### src/rtl/csmax_pkg.sv
package csmax_pkg;

  typedef enum logic [2:0] {
    CMP_EQ   = 3'd0,
    CMP_AFIN = 3'd1,
    CMP_BFIN = 3'd2,
    CMP_APRE = 3'd3,
    CMP_BPRE = 3'd4
  } cmpState_t;

  // Per-level strobes from control to datapath
  typedef struct packed {
    logic enA;
    logic enB;
  } digitSel_t;

  // Canonical form: value 1 always as c=0,s=1. Bit order {c,s}.
  function automatic logic [1:0] suppressDigit(input logic [1:0] cs);
    return {cs[1] & cs[0], cs[1] | cs[0]};
  endfunction

  function automatic logic signed [2:0] digitDiff(input logic [1:0] da, input logic [1:0] db);
    logic [1:0] va;
    logic [1:0] vb;
    va = {da[1] & da[0], da[1] ^ da[0]};
    vb = {db[1] & db[0], db[1] ^ db[0]};
    return $signed({1'b0, va}) - $signed({1'b0, vb});
  endfunction

  function automatic cmpState_t stepState(input cmpState_t st, input logic signed [2:0] d);
    cmpState_t nx;
    case (st)
      CMP_AFIN, CMP_BFIN: nx = st;
      CMP_APRE: begin
        if (d >= 3'sd0)       nx = CMP_AFIN;
        else if (d == -3'sd1) nx = CMP_APRE;
        else                  nx = CMP_EQ;
      end
      CMP_BPRE: begin
        if (d <= 3'sd0)       nx = CMP_BFIN;
        else if (d == 3'sd1)  nx = CMP_BPRE;
        else                  nx = CMP_EQ;
      end
      default: begin
        if (d == 3'sd2)       nx = CMP_AFIN;
        else if (d == 3'sd1)  nx = CMP_APRE;
        else if (d == -3'sd1) nx = CMP_BPRE;
        else if (d == -3'sd2) nx = CMP_BFIN;
        else                  nx = CMP_EQ;
      end
    endcase
    return nx;
  endfunction

  // Leader: branch whose prefix has been emitted (1 = B). Kept across ties.
  function automatic logic leadStep(input cmpState_t post, input logic lead);
    logic nx;
    case (post)
      CMP_AFIN, CMP_APRE: nx = 1'b0;
      CMP_BFIN, CMP_BPRE: nx = 1'b1;
      default:            nx = lead;
    endcase
    return nx;
  endfunction

endpackage

### src/rtl/csmax_delay.sv
module csmax_delay #(
  parameter int WIDTH = 2,
  parameter int DEPTH = 1
) (
  input  logic             clk,
  input  logic             rstN,
  input  logic [WIDTH-1:0] din,
  output logic [WIDTH-1:0] dout
);

  logic [WIDTH-1:0] tap [DEPTH];

  always_ff @(posedge clk or negedge rstN) begin
    if (!rstN) begin
      for (int i = 0; i < DEPTH; i++) tap[i] <= '0;
    end else begin
      tap[0] <= din;
      for (int i = 1; i < DEPTH; i++) tap[i] <= tap[i-1];
    end
  end

  assign dout = tap[DEPTH-1];

endmodule

### src/rtl/csmax_datapath.sv
module csmax_datapath
  import csmax_pkg::*;
#(
  parameter int W = 8
) (
  input  logic           clk,
  input  logic           rstN,
  input  logic           selMin,
  input  logic [W-1:0]   aC,
  input  logic [W-1:0]   aS,
  input  logic [W-1:0]   bC,
  input  logic [W-1:0]   bS,
  input  digitSel_t      sel [W],
  output logic [1:0]     levA [W],
  output logic [1:0]     levB [W],
  output logic [W-1:0]   gC,
  output logic [W-1:0]   gS,
  output logic           outMin
);

  localparam int LAT = W;

  logic [W-1:0]   aCi, aSi, bCi, bSi;
  logic [LAT-1:0] modePipe;
  logic [1:0]     outDig [W];

  // Minimum selection: invert on entry (value v -> 2-v), invert again on exit
  assign aCi = aC ^ {W{selMin}};
  assign aSi = aS ^ {W{selMin}};
  assign bCi = bC ^ {W{selMin}};
  assign bSi = bS ^ {W{selMin}};

  always_ff @(posedge clk or negedge rstN) begin
    if (!rstN) modePipe <= '0;
    else       modePipe <= {modePipe[LAT-2:0], selMin};
  end

  assign outMin = modePipe[LAT-1];

  for (genvar k = 0; k < W; k++) begin : g_level
    localparam int J = W - 1 - k;
    logic [3:0] rawPair;
    logic [3:0] levPair;
    logic [1:0] chosen;
    logic [1:0] pickDig;

    assign rawPair = {suppressDigit({aCi[J], aSi[J]}), suppressDigit({bCi[J], bSi[J]})};

    // Input skew: level k sees its digit k cycles late
    if (k == 0) begin : g_noskew
      assign levPair = rawPair;
    end else begin : g_skew
      csmax_delay #(.WIDTH(4), .DEPTH(k)) u_skew (
        .clk (clk),
        .rstN(rstN),
        .din (rawPair),
        .dout(levPair)
      );
    end

    assign levA[k] = levPair[3:2];
    assign levB[k] = levPair[1:0];

    assign chosen = ({2{sel[k].enA}} & levA[k]) | ({2{sel[k].enB}} & levB[k]);

    always_ff @(posedge clk or negedge rstN) begin
      if (!rstN) pickDig <= '0;
      else       pickDig <= chosen;
    end

    // Output deskew: align all digits to the last level
    if (k == W - 1) begin : g_nodeskew
      assign outDig[J] = pickDig;
    end else begin : g_deskew
      csmax_delay #(.WIDTH(2), .DEPTH(W - 1 - k)) u_deskew (
        .clk (clk),
        .rstN(rstN),
        .din (pickDig),
        .dout(outDig[J])
      );
    end

    assign gC[J] = outDig[J][1] ^ outMin;
    assign gS[J] = outDig[J][0] ^ outMin;
  end

endmodule

### src/rtl/csmax_ctrl.sv
module csmax_ctrl
  import csmax_pkg::*;
#(
  parameter int W = 8
) (
  input  logic       clk,
  input  logic       rstN,
  input  logic [1:0] levA [W],
  input  logic [1:0] levB [W],
  output digitSel_t  sel [W],
  output cmpState_t  stLevel [W],
  output logic       pickB
);

  logic leadReg [W-1];

  for (genvar k = 0; k < W; k++) begin : g_level
    cmpState_t stIn;
    cmpState_t stPost;
    logic      leadIn;
    logic      leadPost;

    if (k == 0) begin : g_top
      assign stIn   = CMP_EQ;
      assign leadIn = 1'b0;
    end else begin : g_chain
      assign stIn   = stLevel[k-1];
      assign leadIn = leadReg[k-1];
    end

    assign stPost   = stepState(stIn, digitDiff(levA[k], levB[k]));
    assign leadPost = leadStep(stPost, leadIn);

    assign sel[k].enA = ~leadPost;
    assign sel[k].enB = leadPost;

    always_ff @(posedge clk or negedge rstN) begin
      if (!rstN) stLevel[k] <= CMP_EQ;
      else       stLevel[k] <= stPost;
    end

    if (k < W - 1) begin : g_lead
      always_ff @(posedge clk or negedge rstN) begin
        if (!rstN) leadReg[k] <= 1'b0;
        else       leadReg[k] <= leadPost;
      end
    end
  end

  // Equal at the end reports A
  assign pickB = (stLevel[W-1] == CMP_BFIN) || (stLevel[W-1] == CMP_BPRE);

endmodule

### src/rtl/csmax_select.sv
module csmax_select
  import csmax_pkg::*;
#(
  parameter int W = 8
) (
  input  logic         clk,
  input  logic         rstN,
  input  logic         selMin,
  input  logic [W-1:0] aC,
  input  logic [W-1:0] aS,
  input  logic [W-1:0] bC,
  input  logic [W-1:0] bS,
  output logic [W-1:0] gC,
  output logic [W-1:0] gS,
  output logic         pickB
);

  digitSel_t  sel [W];
  logic [1:0] levA [W];
  logic [1:0] levB [W];
  cmpState_t  stLevel [W];
  logic       outMin;

  csmax_datapath #(.W(W)) u_dp (
    .clk   (clk),
    .rstN  (rstN),
    .selMin(selMin),
    .aC    (aC),
    .aS    (aS),
    .bC    (bC),
    .bS    (bS),
    .sel   (sel),
    .levA  (levA),
    .levB  (levB),
    .gC    (gC),
    .gS    (gS),
    .outMin(outMin)
  );

  csmax_ctrl #(.W(W)) u_ctrl (
    .clk    (clk),
    .rstN   (rstN),
    .levA   (levA),
    .levB   (levB),
    .sel    (sel),
    .stLevel(stLevel),
    .pickB  (pickB)
  );

endmodule

### config.mk
export PLATFORM = sky130hd
export DESIGN_NAME = csmax_select
export DESIGN_NICKNAME = d
export VERILOG_FILES = /design/src/rtl/csmax_pkg.sv /design/src/rtl/csmax_delay.sv /design/src/rtl/csmax_datapath.sv /design/src/rtl/csmax_ctrl.sv /design/src/rtl/csmax_select.sv
export SDC_FILE = /design/constraint.sdc
export NUM_CORES = 1
export LEC_CHECK = 0
export BUFFER_PORTS_ARGS = -buffer_cell sky130_fd_sc_hd__buf_2
export CAP_MARGIN = 20
export CORE_UTILIZATION = 54
export DETAILED_ROUTE_END_ITERATION = 8
export GPL_TIMING_DRIVEN = 0
export PLACE_DENSITY = 0.75
export SLEW_MARGIN = 20
export SYNTH_ARGS = -nofsm -noshare
export SYNTH_HDL_FRONTEND = slang
export SYNTH_SLANG_ARGS = --single-unit
### constraint.sdc
create_clock -name clk -period 2.66 [get_ports clk]
set_clock_uncertainty 0.15 [all_clocks]
set_input_delay 0.133 -clock clk [delete_from_list [all_inputs] [get_ports clk]]
set_output_delay 0.133 -clock clk [all_outputs]
set_load 0.01 [all_outputs]
* Word-level counts from Yosys, hierarchy flattened
Cells that the tools add are included.
** Storage, ports and cells
- Word-level logic and storage cells :: 408
- Bits in registers :: 223
- Output and inout port bits :: 17
- Bits of input ports :: 35
** Operators by class
- $lt $le $gt $ge :: 14
- Bitwise logic cells :: 116
- Multiplexer cells :: 75
- $add $sub $neg :: 8
- Reductions and logical operators :: 23
- Equal/unequal tests :: 92
** Operator list (count)
- 3-bit by 2-bit == test with 1-bit output, second input constant :: 46
- 3-bit 2-to-1 mux :: 45
- 3-bit == test, second input constant :: 24
- 3-bit by 1-bit == test with 1-bit output, second input constant :: 22
- 3-bit case mux with 3 select lines :: 7
- 2-bit OR reduction :: 22
- 1-bit AND :: 32
- 2-bit AND :: 16
- 1-bit bitwise XOR :: 32
- 8-bit bitwise XOR :: 4
- 2-bit 2-to-1 mux :: 15
- 2-bit by 2-bit subtractor with 3-bit output :: 8
- 3-bit by 1-bit greater-or-equal comparator with 1-bit output, second input constant :: 7
- 3-bit by 1-bit less-or-equal comparator with 1-bit output, second input constant :: 7
- 1-bit OR :: 16
- 2-bit OR :: 8
- 1-bit case mux with 2 select lines :: 7
- 1-bit inverter :: 8
- 1-bit logical OR :: 1
- 1-bit 2-to-1 mux :: 1

* Longest topological paths before layout
Gate-level depths: netlist of the first run.
- Depth after elaboration :: 15
- Mapped depth :: 12
- Depth with buffers taken out :: 11

* Modules after synthesis
A second synthesis of the first run with hierarchy kept.
** Unflattened totals
- Cells, all modules :: 691
- Area, all modules :: 8644.5 sq um
** Modules (own cells, without submodules)
- csmax_ctrl :: cells an instance 312, instances 1, area each 2726.4 sq um, sequential area each 775.7 sq um
- csmax_datapath :: cells an instance 175, instances 1, area each 1443.9 sq um, sequential area each 600.6 sq um
- csmax_delay (u_dp.g_level[7].g_skew.u_skew) :: cells an instance 32, instances 1, area each 730.7 sq um, sequential area each 700.7 sq um
- csmax_delay (u_dp.g_level[6].g_skew.u_skew) :: cells an instance 28, instances 1, area each 630.6 sq um, sequential area each 600.6 sq um
- csmax_delay (u_dp.g_level[5].g_skew.u_skew) :: cells an instance 24, instances 1, area each 530.5 sq um, sequential area each 500.5 sq um
- csmax_delay (u_dp.g_level[4].g_skew.u_skew) :: cells an instance 20, instances 1, area each 430.4 sq um, sequential area each 400.4 sq um
- csmax_delay (u_dp.g_level[0].g_deskew.u_deskew) :: cells an instance 16, instances 1, area each 365.4 sq um, sequential area each 350.3 sq um
- csmax_delay (u_dp.g_level[3].g_skew.u_skew) :: cells an instance 16, instances 1, area each 330.3 sq um, sequential area each 300.3 sq um
- csmax_delay (u_dp.g_level[1].g_deskew.u_deskew) :: cells an instance 14, instances 1, area each 315.3 sq um, sequential area each 300.3 sq um
- csmax_delay (u_dp.g_level[2].g_deskew.u_deskew) :: cells an instance 12, instances 1, area each 265.3 sq um, sequential area each 250.2 sq um
- csmax_delay (u_dp.g_level[2].g_skew.u_skew) :: cells an instance 12, instances 1, area each 230.2 sq um, sequential area each 200.2 sq um
- csmax_delay (u_dp.g_level[3].g_deskew.u_deskew) :: cells an instance 10, instances 1, area each 215.2 sq um, sequential area each 200.2 sq um
- csmax_delay (u_dp.g_level[4].g_deskew.u_deskew) :: cells an instance 8, instances 1, area each 165.2 sq um, sequential area each 150.1 sq um
- csmax_delay (u_dp.g_level[5].g_deskew.u_deskew) :: cells an instance 6, instances 1, area each 115.1 sq um, sequential area each 100.1 sq um
- +2 rows

* Worst setup path after synthesis of the first run
No wires, ideal clock.
- Kind :: reg2reg
- From :: reg u_dp.g_level[4].g_skew.u_skew.tap (netlist bit u_dp.g_level[4].g_skew.u_skew.dout[2])
- To :: reg u_dp.g_level[4].pickDig[0]
- Setup time :: 0.125 ns
- Cell stages (with the launch flop) :: 11
- Clock period less this slack :: 2.818 ns
- Data required time :: 2.385 ns
- Slack :: -0.158 ns
- Buffers on the path :: 0
- Arrival time :: 2.542 ns
- Cells stage by stage :: dfrtp_1 > ha_1 > inv_1 > ha_1 > fa_1 > nand2b_1 > or3_1 > a31oi_1 > nor4_1 > o21a_1 > mux2_4
** On the way
- Word-level cells in the longest chain between the ends :: 14
- Elaborated cells between the ends (all ways) :: 29
- Classes of those cells :: add/sub (1); order compare (2); eq/ne (8); mux (10); bitwise (6); reduce/logical (2)
** Ends and longest elaborated chain
- from (decl) :: RTL line csmax_delay.sv:11 : logic [WIDTH-1:0] tap [DEPTH];
- 1-bit bitwise XOR or 1-bit AND (tied branches) :: RTL line csmax_pkg.sv:25 : va = {da[1] & da[0], da[1] ^ da[0]};
- 2-bit by 2-bit subtractor with 3-bit output :: RTL line csmax_pkg.sv:27 : return $signed({1'b0, va}) - $signed({1'b0, vb});
- 3-bit by 2-bit == test with 1-bit output :: RTL line csmax_pkg.sv:48 : else if (d == -3'sd2) nx = CMP_BFIN;
- 2-bit 2-to-1 mux :: RTL line csmax_pkg.sv:48
- 3-bit 2-to-1 mux :: RTL line csmax_pkg.sv:47 : else if (d == -3'sd1) nx = CMP_BPRE;
- 3-bit 2-to-1 mux :: RTL line csmax_pkg.sv:46 : else if (d == 3'sd1) nx = CMP_APRE;
- 3-bit 2-to-1 mux :: RTL line csmax_pkg.sv:45 : if (d == 3'sd2) nx = CMP_AFIN;
- 3-bit case mux with 3 select lines :: RTL line csmax_pkg.sv:32 : case (st)
- 3-bit by 2-bit == test with 1-bit output, or another cell as far along :: RTL line csmax_pkg.sv:58 : case (post)
- 2-bit OR reduction :: RTL line csmax_pkg.sv:58
- 1-bit case mux with 2 select lines :: RTL line csmax_pkg.sv:58
- 1-bit inverter :: RTL line csmax_ctrl.sv:34 : assign sel[k].enA = ~leadPost;
- 2-bit AND :: RTL line csmax_datapath.sv:64 : assign chosen = ({2{sel[k].enA}} & levA[k]) | ({2{sel[k].enB}} & levB[k]);
- 2-bit OR (*) :: RTL line csmax_datapath.sv:64
- via u_dp.g_level[4].chosen[0] :: RTL line csmax_datapath.sv:44 : logic [1:0] chosen;
- to (signal assigned) :: RTL line csmax_datapath.sv:68 : else pickDig <= chosen;
- to (decl) :: RTL line csmax_datapath.sv:45 : logic [1:0] pickDig;
The timed path passes the listed nets; every way through them passes the cells marked *.

* Worst setup path in the final report of the first run
- From :: reg u_dp.g_level[4].g_skew.u_skew.tap (netlist bit u_dp.g_level[4].g_skew.u_skew.dout[1])
- To :: reg u_dp.g_level[4].pickDig[1]
** On the way
- Word-level cells in the longest chain between the ends :: 14
- Elaborated cells between the ends (all ways) :: 29
- Classes of those cells :: add/sub (1); order compare (2); eq/ne (8); mux (10); bitwise (6); reduce/logical (2)
** Ends and longest elaborated chain
- 1-bit bitwise XOR or 1-bit AND (tied branches) :: RTL line csmax_pkg.sv:26 : vb = {db[1] & db[0], db[1] ^ db[0]};
- 2-bit by 2-bit subtractor with 3-bit output :: RTL line csmax_pkg.sv:27
- 3-bit by 2-bit == test with 1-bit output :: RTL line csmax_pkg.sv:48
- 2-bit 2-to-1 mux :: RTL line csmax_pkg.sv:48
- 3-bit 2-to-1 mux :: RTL line csmax_pkg.sv:47
- 3-bit 2-to-1 mux :: RTL line csmax_pkg.sv:46
- 3-bit 2-to-1 mux :: RTL line csmax_pkg.sv:45
- 3-bit case mux with 3 select lines :: RTL line csmax_pkg.sv:32
- 3-bit by 2-bit == test with 1-bit output, or another cell as far along :: RTL line csmax_pkg.sv:58
- 2-bit OR reduction :: RTL line csmax_pkg.sv:58
- 1-bit case mux with 2 select lines :: RTL line csmax_pkg.sv:58
- 1-bit inverter :: RTL line csmax_ctrl.sv:34
- 2-bit AND :: RTL line csmax_datapath.sv:64
- 2-bit OR (*) :: RTL line csmax_datapath.sv:64
- via u_dp.g_level[4].chosen[1] :: RTL line csmax_datapath.sv:44
Marks and branches as above.

==> run summary, run 1 <==
STA
- **number of setup violations in the final report** 13
- **setup repair after global routing missed its margin** true
- **fin crit period** 2891 ps
- **worst hold-check slack** -4.736 ps
- **worst slew pin tran** 503.2 ps
- **final period utilization** 108.7%
- **relative slew slack** 66.46%
- **max-slew violation count** 0
- **slack of the critical path** -231.1 ps
- **max frequency** 345.9 MHz
- **number of hold violations in the final report** 1

GRT
- **maximum number of pins on one net before global-route repair** 103
- **number of global-route vias before repair** 5926
- **GRT Total Usage** 21.40%
- **global-route wire length before repair** 27.24 mm
- **antenna violations before repair** 0
- **leftover overflow at the end of global routing** 0

Floorplan
- **Std-Cell Rows** 45
- **Top Ports** 52
- **die outline area** 16090 um2
- **floorplan core area** 15200 um2
- **starting density of the core** 55.37%
- **die width** 126.9 um
- **Die Height** 126.9 um

Clocking
- **TritonCTS clock tree** built
- **clock latency reported for the late side of the worst-skew pair** 490 ps
- **register clock-pin slew on the reported worst setup and hold paths** 60 ps
- **number of buffers inserted during clock tree synthesis** 21
- **number of sinks driven by the clock tree** 223
- **H-tree lvl count** 1
- **CTS Root Buffer Type** sky130_fd_sc_hd__clkbuf_16
- **Clock Tree Buf Depth** 3

Cells and area
- **share of final-layout standard cells stronger than drive strength 1** 24.25%
- **Final Instance Count excl. Fillers** 1050
- **NumNets Final** 917
- **antenna cells** 0
- **sequential cell area** 5580 um2
- **layout filler cell count** 916
- **Multi-input gate area** 2919 um2
- **final instance area** 10980 um2
- **Area growth, synth to finish** 30.48%

Synthesis
- **adder-cell area share of the yosys netlist** 5.916%
- **synthesis-stage register bit count** 223
- **area fraction in and, or, nand and nor cells after synthesis** 10.72%
- **number of warnings reported in the yosys synthesis log** 0
- **post-synthesis sequential area ratio** 66.29%
- **ys async rst share** 100.0%
- **post-synthesis average cell area** 12.56 um2
- **Net Count, Synth** 740
- **most common cell in the synthesized netlist** sky130_fd_sc_hd__dfrtp_1
- **fraction of synthesized cell area in xor and xnor cells** 3.641%
- **most numerous cell types in the synthesized netlist** sky130_fd_sc_hd__dfrtp_1 (223), sky130_fd_sc_hd__nor2_1 (60), sky130_fd_sc_hd__nand2_1 (53)
- **top cell type by total area after synthesis** sky130_fd_sc_hd__dfrtp_1
- **portion of netlist area occupied by mux cells** 2.556%
- **post-synthesis cell area** 8418 um2
- **complex-gate fraction of the synthesized area** 8.175%
- **post-synth top area share** 66.29%
- **Most used DFF post-synth** sky130_fd_sc_hd__dfrtp_1
- **ranking of synthesized cells by area** sky130_fd_sc_hd__dfrtp_1 (66%), sky130_fd_sc_hd__ha_1 (4.0%), sky130_fd_sc_hd__xor2_1 (2.9%), sky130_fd_sc_hd__nor2_1 (2.7%), sky130_fd_sc_hd__nand2_1 (2.4%)
- **Distinct cells, synth** 49
- **main combinational cell family by area after synthesis** simple AND/OR/NAND/NOR gates
- **Post-synth EDFFs** 0
- **synthesized netlist cell count** 670

Place
- **Placer Congestion** 0.8439
- **placed cell count** 911
- **placed instance area** 8981 um2
- **HPWL after DPL** 9.347 mm
- **worst setup slack before clock tree synthesis** -331.9 ps
- **port buffer count** 51

Route
- **DRC violation count after routing** 0
- **vias per cell** 5.391
- **Iter 0 DRT Violations** 330
- **total detailed-routing wirelength** 16.82 mm
- **routed len/inst** 16.02 um
- **antenna-violating nets left** 0
- **iteration count of the initial detailed-routing pass** 5
- **overall via count from detail_route** 5661

Worst setup path
- **Max Fanout on Critical Path** 4
- **crit end category** register
- **worst setup path class** register to register
- **critical path startpoint** u_dp.g_level[4].g_skew.u_skew.dout[1]
- **required time of the critical path** 2880 ps
- **startpoint of the lowest-slack register-to-register path** u_dp.g_level[4].g_skew.u_skew.dout[1]
- **Arr. time, crit path** 3110 ps
- **Critical Path Slowest Stage Cell** sky130_fd_sc_hd__fa_2
- **ordered cell list for the critical path** ha_1 > ha_2 > fa_2 > nand2b_1 > or3_4 > a31oi_2 > nor4_2 > o21a_1 > mux2_4
- **Startpoint Class** register
- **Max stage delay on crit path** 560 ps

Job
- **max-capacitance violation count** 0

Status
- **violations in the final reports** negative hold slack, negative setup slack
- **result of the run** finished, violations left

Power
- **static leakage** 5.142 nW
- **worst vdd ir** 0.4608 mV
- **power density normalized to cell area** 860.3 nW/um2
- **final total power** 0.009450 W

Hold path
- **class of the tightest hold or removal check** input pin to asynchronous set/reset pin

[through the flow]
step | hold slack (ps) | util (%) | setup TNS [ps]
3_5_place_dp | -67.29 | 59.08 | -4632
5_1_grt | 32.77 | 72.26 | -2578
6_report | -4.736 | 72.26 | -1467
2_1_floorplan | -312.6 | - | -269.5
3_3_place_gp | 109.9 | 58.65 | -440780
4_1_cts | 13.75 | 70.49 | -1278
[where the power goes]
| group | internal (W) | switching, W |
|---|---|---|
| combinational | 0.00104 | 0.00109 |
| sequential | 0.00386 | 0.000298 |
| clock | 0.00197 | 0.00119 |
| total | 0.00687 | 0.00258 |
[critical path, delay by kind of cell (launching register included)]
kind,cells,cell delay (ps)
mux,1,310
flops,1,400
compound gates,2,400
fa+ha+maj,3,1030
simple gates,3,480
[state kept, by name, indices dropped and copies added (netlist names)]
signal                               count
u_ctrl.g_level.stIn                     21
u_dp.g_level.g_deskew.u_deskew.dout     14
u_dp.modePipe                            8
u_ctrl.stLevel                           3
u_dp.g_level.pickDig                    16
u_dp.g_level.g_skew.u_skew.tap          84
u_dp.g_level.g_skew.u_skew.dout         28
u_ctrl.g_level.leadIn                    7
u_dp.g_level.g_deskew.u_deskew.tap      42
[what timing repair did]
item                                    CTS  global route
buffers inserted                         28            13
endpoints found under the hold margin   152             0
pin swaps                                24            26
gates cloned                              0             0
endpoints found under the setup margin   18            24
hold buffers                             62             0
resized for setup                        43            46
[cells in the final DEF (no fill, tap or decap), drive strengths merged, types with 7 or more instances in the layout]
cell         count
o22ai            9
xnor2            7
a22oi            7
nor2            60
buf             99
dlygate4sd3     62
mux2            14
nor2b           13
nand2           53
nor3            14
fa               8
and3            16
inv             38
dfrtp          223
a21oi           17
xor2            28
nand2b          15
clkbuf          46
o21ai           40
ha              27
[logic make-up after synthesis]
logic type / count (synthesis)
AOI/OAI and AO/OA: 109
xor gates and xnor gates: 35
adders and majority gates: 35
buffers and inverters: 59
DFF: 223
muxes: 19
and+or+nand+nor: 190
[layer usage]
layer	GRT usage, %	routed length, um
met4	9.664	575
met3	2.657	719
met2	40.89	9243
met5	0	0
met1	23.71	6277
[area by class of cell]
cell class                      instances  area share [%]
Tap cell                              188           2.141
Timing Repair Buffer                  156           11.57
Buffer                                 20          0.7518
Clock inverter                          7           1.037
Clock buffer                           31           5.855
Multi-Input combinational cell        388           26.57
Sequential cell                       223           50.80
Inverter                               37           1.264
[path summary, 6_finish.rpt]
| check | depth (start not counted) | to | slack, ps |
|---|---|---|---|
| min | 2 | u_dp.g_level[3].g_deskew.u_deskew.dout[1] | -5 |
| min reg2reg | 0 | u_dp.g_level[5].g_skew.u_skew.tap[10] | 190 |
| max reg2reg | 9 | u_dp.g_level[4].pickDig[1] | -230 |
| min in group clk | 6 | u_dp.g_level[0].pickDig[1] | 70 |
| max in group asynchronous | 4 | u_dp.g_level[6].g_skew.u_skew.tap[4] | 1230 |
| max | 9 | u_dp.g_level[4].pickDig[1] | -230 |
Note: power is estimated with default switching activity, not from simulation.
==> inputs of run 2 (changes only) <==
--- a/config.mk
+++ b/config.mk
@@ -10,7 +10,7 @@
 export CORE_UTILIZATION = 54
 export DETAILED_ROUTE_END_ITERATION = 8
 export GPL_TIMING_DRIVEN = 0
-export PLACE_DENSITY = 0.75
+export PLACE_DENSITY_LB_ADDON = 0.3
 export SLEW_MARGIN = 20
 export SYNTH_ARGS = -nofsm -noshare
 export SYNTH_HDL_FRONTEND = slang
==> run 2 against run 1 <==
Net effect: the run still ends with negative hold slack, negative setup slack left; utilization grew 1.1 points; die area is the same; routed wire length shrank 1.9%; largest power group unchanged; final cell count grew 0.95%; first-iteration DRC count grew 35%; highest routed layer unchanged; sequential power is essentially flat; largest cell class unchanged.
==> run summary, run 2 (synthesis gave the netlist of run 1 again) <==
Power
- **worst vdd ir** 0.5143 mV, +12%
- **power density normalized to cell area** 856.0 nW/um2, -0.51%
- **static leakage** 5.202 nW, +1.2%

Cells and area
- **final instance area** 11150 um2, +1.5%
- **largest register by flop count** u_dp.g_level.g_skew.u_skew.tap
- **layout filler cell count** 879, -4.0%
- **Area growth, synth to finish** 32.43%
- **antenna cells** 0, unchanged
- **most frequent cells in the layout** sky130_fd_sc_hd__dfrtp_1 (223), sky130_fd_sc_hd__dlygate4sd3_1 (61), sky130_fd_sc_hd__nor2_1 (58)
- **share of final-layout standard cells stronger than drive strength 1** 26.72%, +2.5 points
- **NumNets Final** 927, +1.1%
- **number of flip-flops in the largest register** 84, unchanged
- **most frequent standard cell in the layout excluding fill and tap cells** sky130_fd_sc_hd__dfrtp_1

STA
- **max frequency** 334.1 MHz, -3.4%
- **number of setup violations in the final report** 16, +3
- **max-slew violation count** 0, unchanged
- **number of hold violations in the final report** 4, +3
- **worst hold-check slack** -1.350 ps, +3.385 ps
- **worst slew pin tran** 559.8 ps, +56.67 ps
- **final period utilization** 112.5%, +3.8 points
- **relative slew slack** 62.68%, -3.8 points
- **setup repair after global routing missed its margin** true
- **slack of the critical path** -333.1 ps, -102.0 ps
- **total negative setup slack** -1774 ps, -307.2 ps
- **fin crit period** 2993 ps, +102.0 ps

Worst setup path
- **Max stage delay on crit path** 600 ps, +40 ps
- **Crit path buffers/inverters** 0, unchanged
- **Critical Path Slowest Stage Cell** sky130_fd_sc_hd__fa_2
- **worst setup path class** register to register
- **end of the worst register-to-register path** u_dp.g_level[4].pickDig[0]
- **Arr. time, crit path** 3210 ps, +100 ps
- **Startpoint Class** register
- **category of cells accounting for the largest share of critical-path delay** adder cells
- **Max Fanout on Critical Path** 6, +2
- **required time of the critical path** 2880 ps, about the same
- **flop-to-flop setup slack** -330 ps, -100 ps
- **crit end category** register
- **ordered cell list for the critical path** ha_1 > ha_2 > fa_2 > nor2b_2 > o21ai_2 > a31oi_2 > nor4_2 > o21a_1 > mux2_4
- **cells on worst reg2reg path** 9, unchanged
- **startpoint of the lowest-slack register-to-register path** u_dp.g_level[4].g_skew.u_skew.dout[0]

Place
- **placed instance area** 8981 um2, unchanged
- **port buffer count** 51, unchanged
- **Placer Congestion** 0.9172, +8.7%
- **HPWL after DPL** 8.858 mm, -5.2%

Clocking
- **number of buffers inserted during clock tree synthesis** 22, +4.8%
- **register clock-pin slew on the reported worst setup and hold paths** 60 ps, about the same
- **number of sinks driven by the clock tree** 223, unchanged
- **TritonCTS clock tree** built
- **H-tree lvl count** 1, unchanged
- **Clock Tree Buf Depth** 3, unchanged
- **clock latency reported for the late side of the worst-skew pair** 480 ps, about the same
- **CTS Root Buffer Type** sky130_fd_sc_hd__clkbuf_16

Floorplan
- **die outline area** 16090 um2, unchanged
- **die width** 126.9 um, unchanged
- **starting density of the core** 55.37%, unchanged
- **Std-Cell Rows** 45, unchanged
- **floorplan core area** 15200 um2, unchanged
- **Die Height** 126.9 um, unchanged
- **Top Ports** 52, unchanged

Route
- **routed len/inst** 15.57 um, -2.8%
- **antenna-violating nets left** 0, unchanged
- **Iter 0 DRT Violations** 444, +35%
- **overall via count from detail_route** 5634, -0.48%
- **vias per cell** 5.315, -1.4%
- **total detailed-routing wirelength** 16.50 mm, -1.9%
- **DRC violation count after routing** 0, unchanged
- **iteration count of the initial detailed-routing pass** 5, unchanged

Status
- **result of the run** finished, violations left
- **violations in the final reports** negative hold slack, negative setup slack

GRT
- **leftover overflow at the end of global routing** 0, unchanged
- **antenna violations before repair** 0, unchanged
- **global-route wire length before repair** 26.53 mm, -2.6%
- **number of global-route vias before repair** 5788, -2.3%
- **maximum number of pins on one net before global-route repair** 109, +5.8%
- **GRT Total Usage** 20.71%, -0.69 points

Hold path
- **class of the tightest hold or removal check** input pin to asynchronous set/reset pin

Job
- **max-capacitance violation count** 0, unchanged

run 2: worst reg2reg max path: stages, from the launching register on:
cell,delay (ps)
sky130_fd_sc_hd__dfrtp_1,380
sky130_fd_sc_hd__ha_1,310
sky130_fd_sc_hd__ha_2,190
sky130_fd_sc_hd__fa_2,600
sky130_fd_sc_hd__nor2b_2,90
sky130_fd_sc_hd__o21ai_2,150
sky130_fd_sc_hd__a31oi_2,120
sky130_fd_sc_hd__nor4_2,320
sky130_fd_sc_hd__o21a_1,250
sky130_fd_sc_hd__mux2_4,320
run 2: what timing repair did:
action	4_1_cts	5_1_grt
resized for setup	52	58
hold endpoints to repair	254	0
hold buffers	61	0
buffers inserted	33	20
pin swaps	35	39
endpoints found under the setup margin	16	22
run 2: final cells by class:
type	count	area (um2)	share of cell area (%)
sequential	223	5580	50.06
timing repair buffer	165	1336	11.99
inverter	37	141.4	1.268
multi-input combinational	388	2998	26.89
tap	188	235.2	2.110
buffer	20	93.84	0.8418
clock inverter	5	56.30	0.5051
clock buffer	34	706.9	6.341
run 2: how the worst max path moves through the flow:
stage | from | end | cells after the start
detailed placement | u_dp.g_level[4].g_skew.u_skew.dout[2] | u_dp.g_level[4].pickDig[0] | 10
floorplan | u_dp.g_level[4].g_skew.u_skew.dout[2] | u_dp.g_level[4].pickDig[0] | 10
global route | u_dp.g_level[4].g_skew.u_skew.dout[3] | u_dp.g_level[4].pickDig[1] | 10
finish | u_dp.g_level[4].g_skew.u_skew.dout[0] | u_dp.g_level[4].pickDig[0] | 9
global placement | rstN | u_dp.g_level[7].g_skew.u_skew.tap[24] | 1
CTS | u_dp.g_level[4].g_skew.u_skew.dout[2] | u_dp.g_level[4].pickDig[0] | 10
run 2: routing by layer:
metal,vias to the layer above,GRT usage (%),wire length [um]
li1,2618,-,-
met1,2777,24.23,6480
met2,193,38.56,8851
met3,46,3.205,708
met4,0,7.423,459
met5,-,0,0
run 2: power breakdown:
part	switching [W]	internal, W
clock	0.00119	0.00193
sequential	0.000295	0.00387
combinational	0.00115	0.00112
run 2: through the flow:
stage	worst slack (ps)	utilization, %	hold slack (ps)	instances	total power [W]
after floorplan	-134.8	-	-312.6	670	0.005210
after global placement	-1953	58.65	111.9	909	0.005530
after detailed placement	-377.9	59.08	-89.71	911	0.005687
after CTS	-312.3	71.02	1.286	1044	0.009236
after global routing	-469.2	73.33	30.20	1060	0.009998
final	-333.1	73.33	-1.350	1060	0.009543
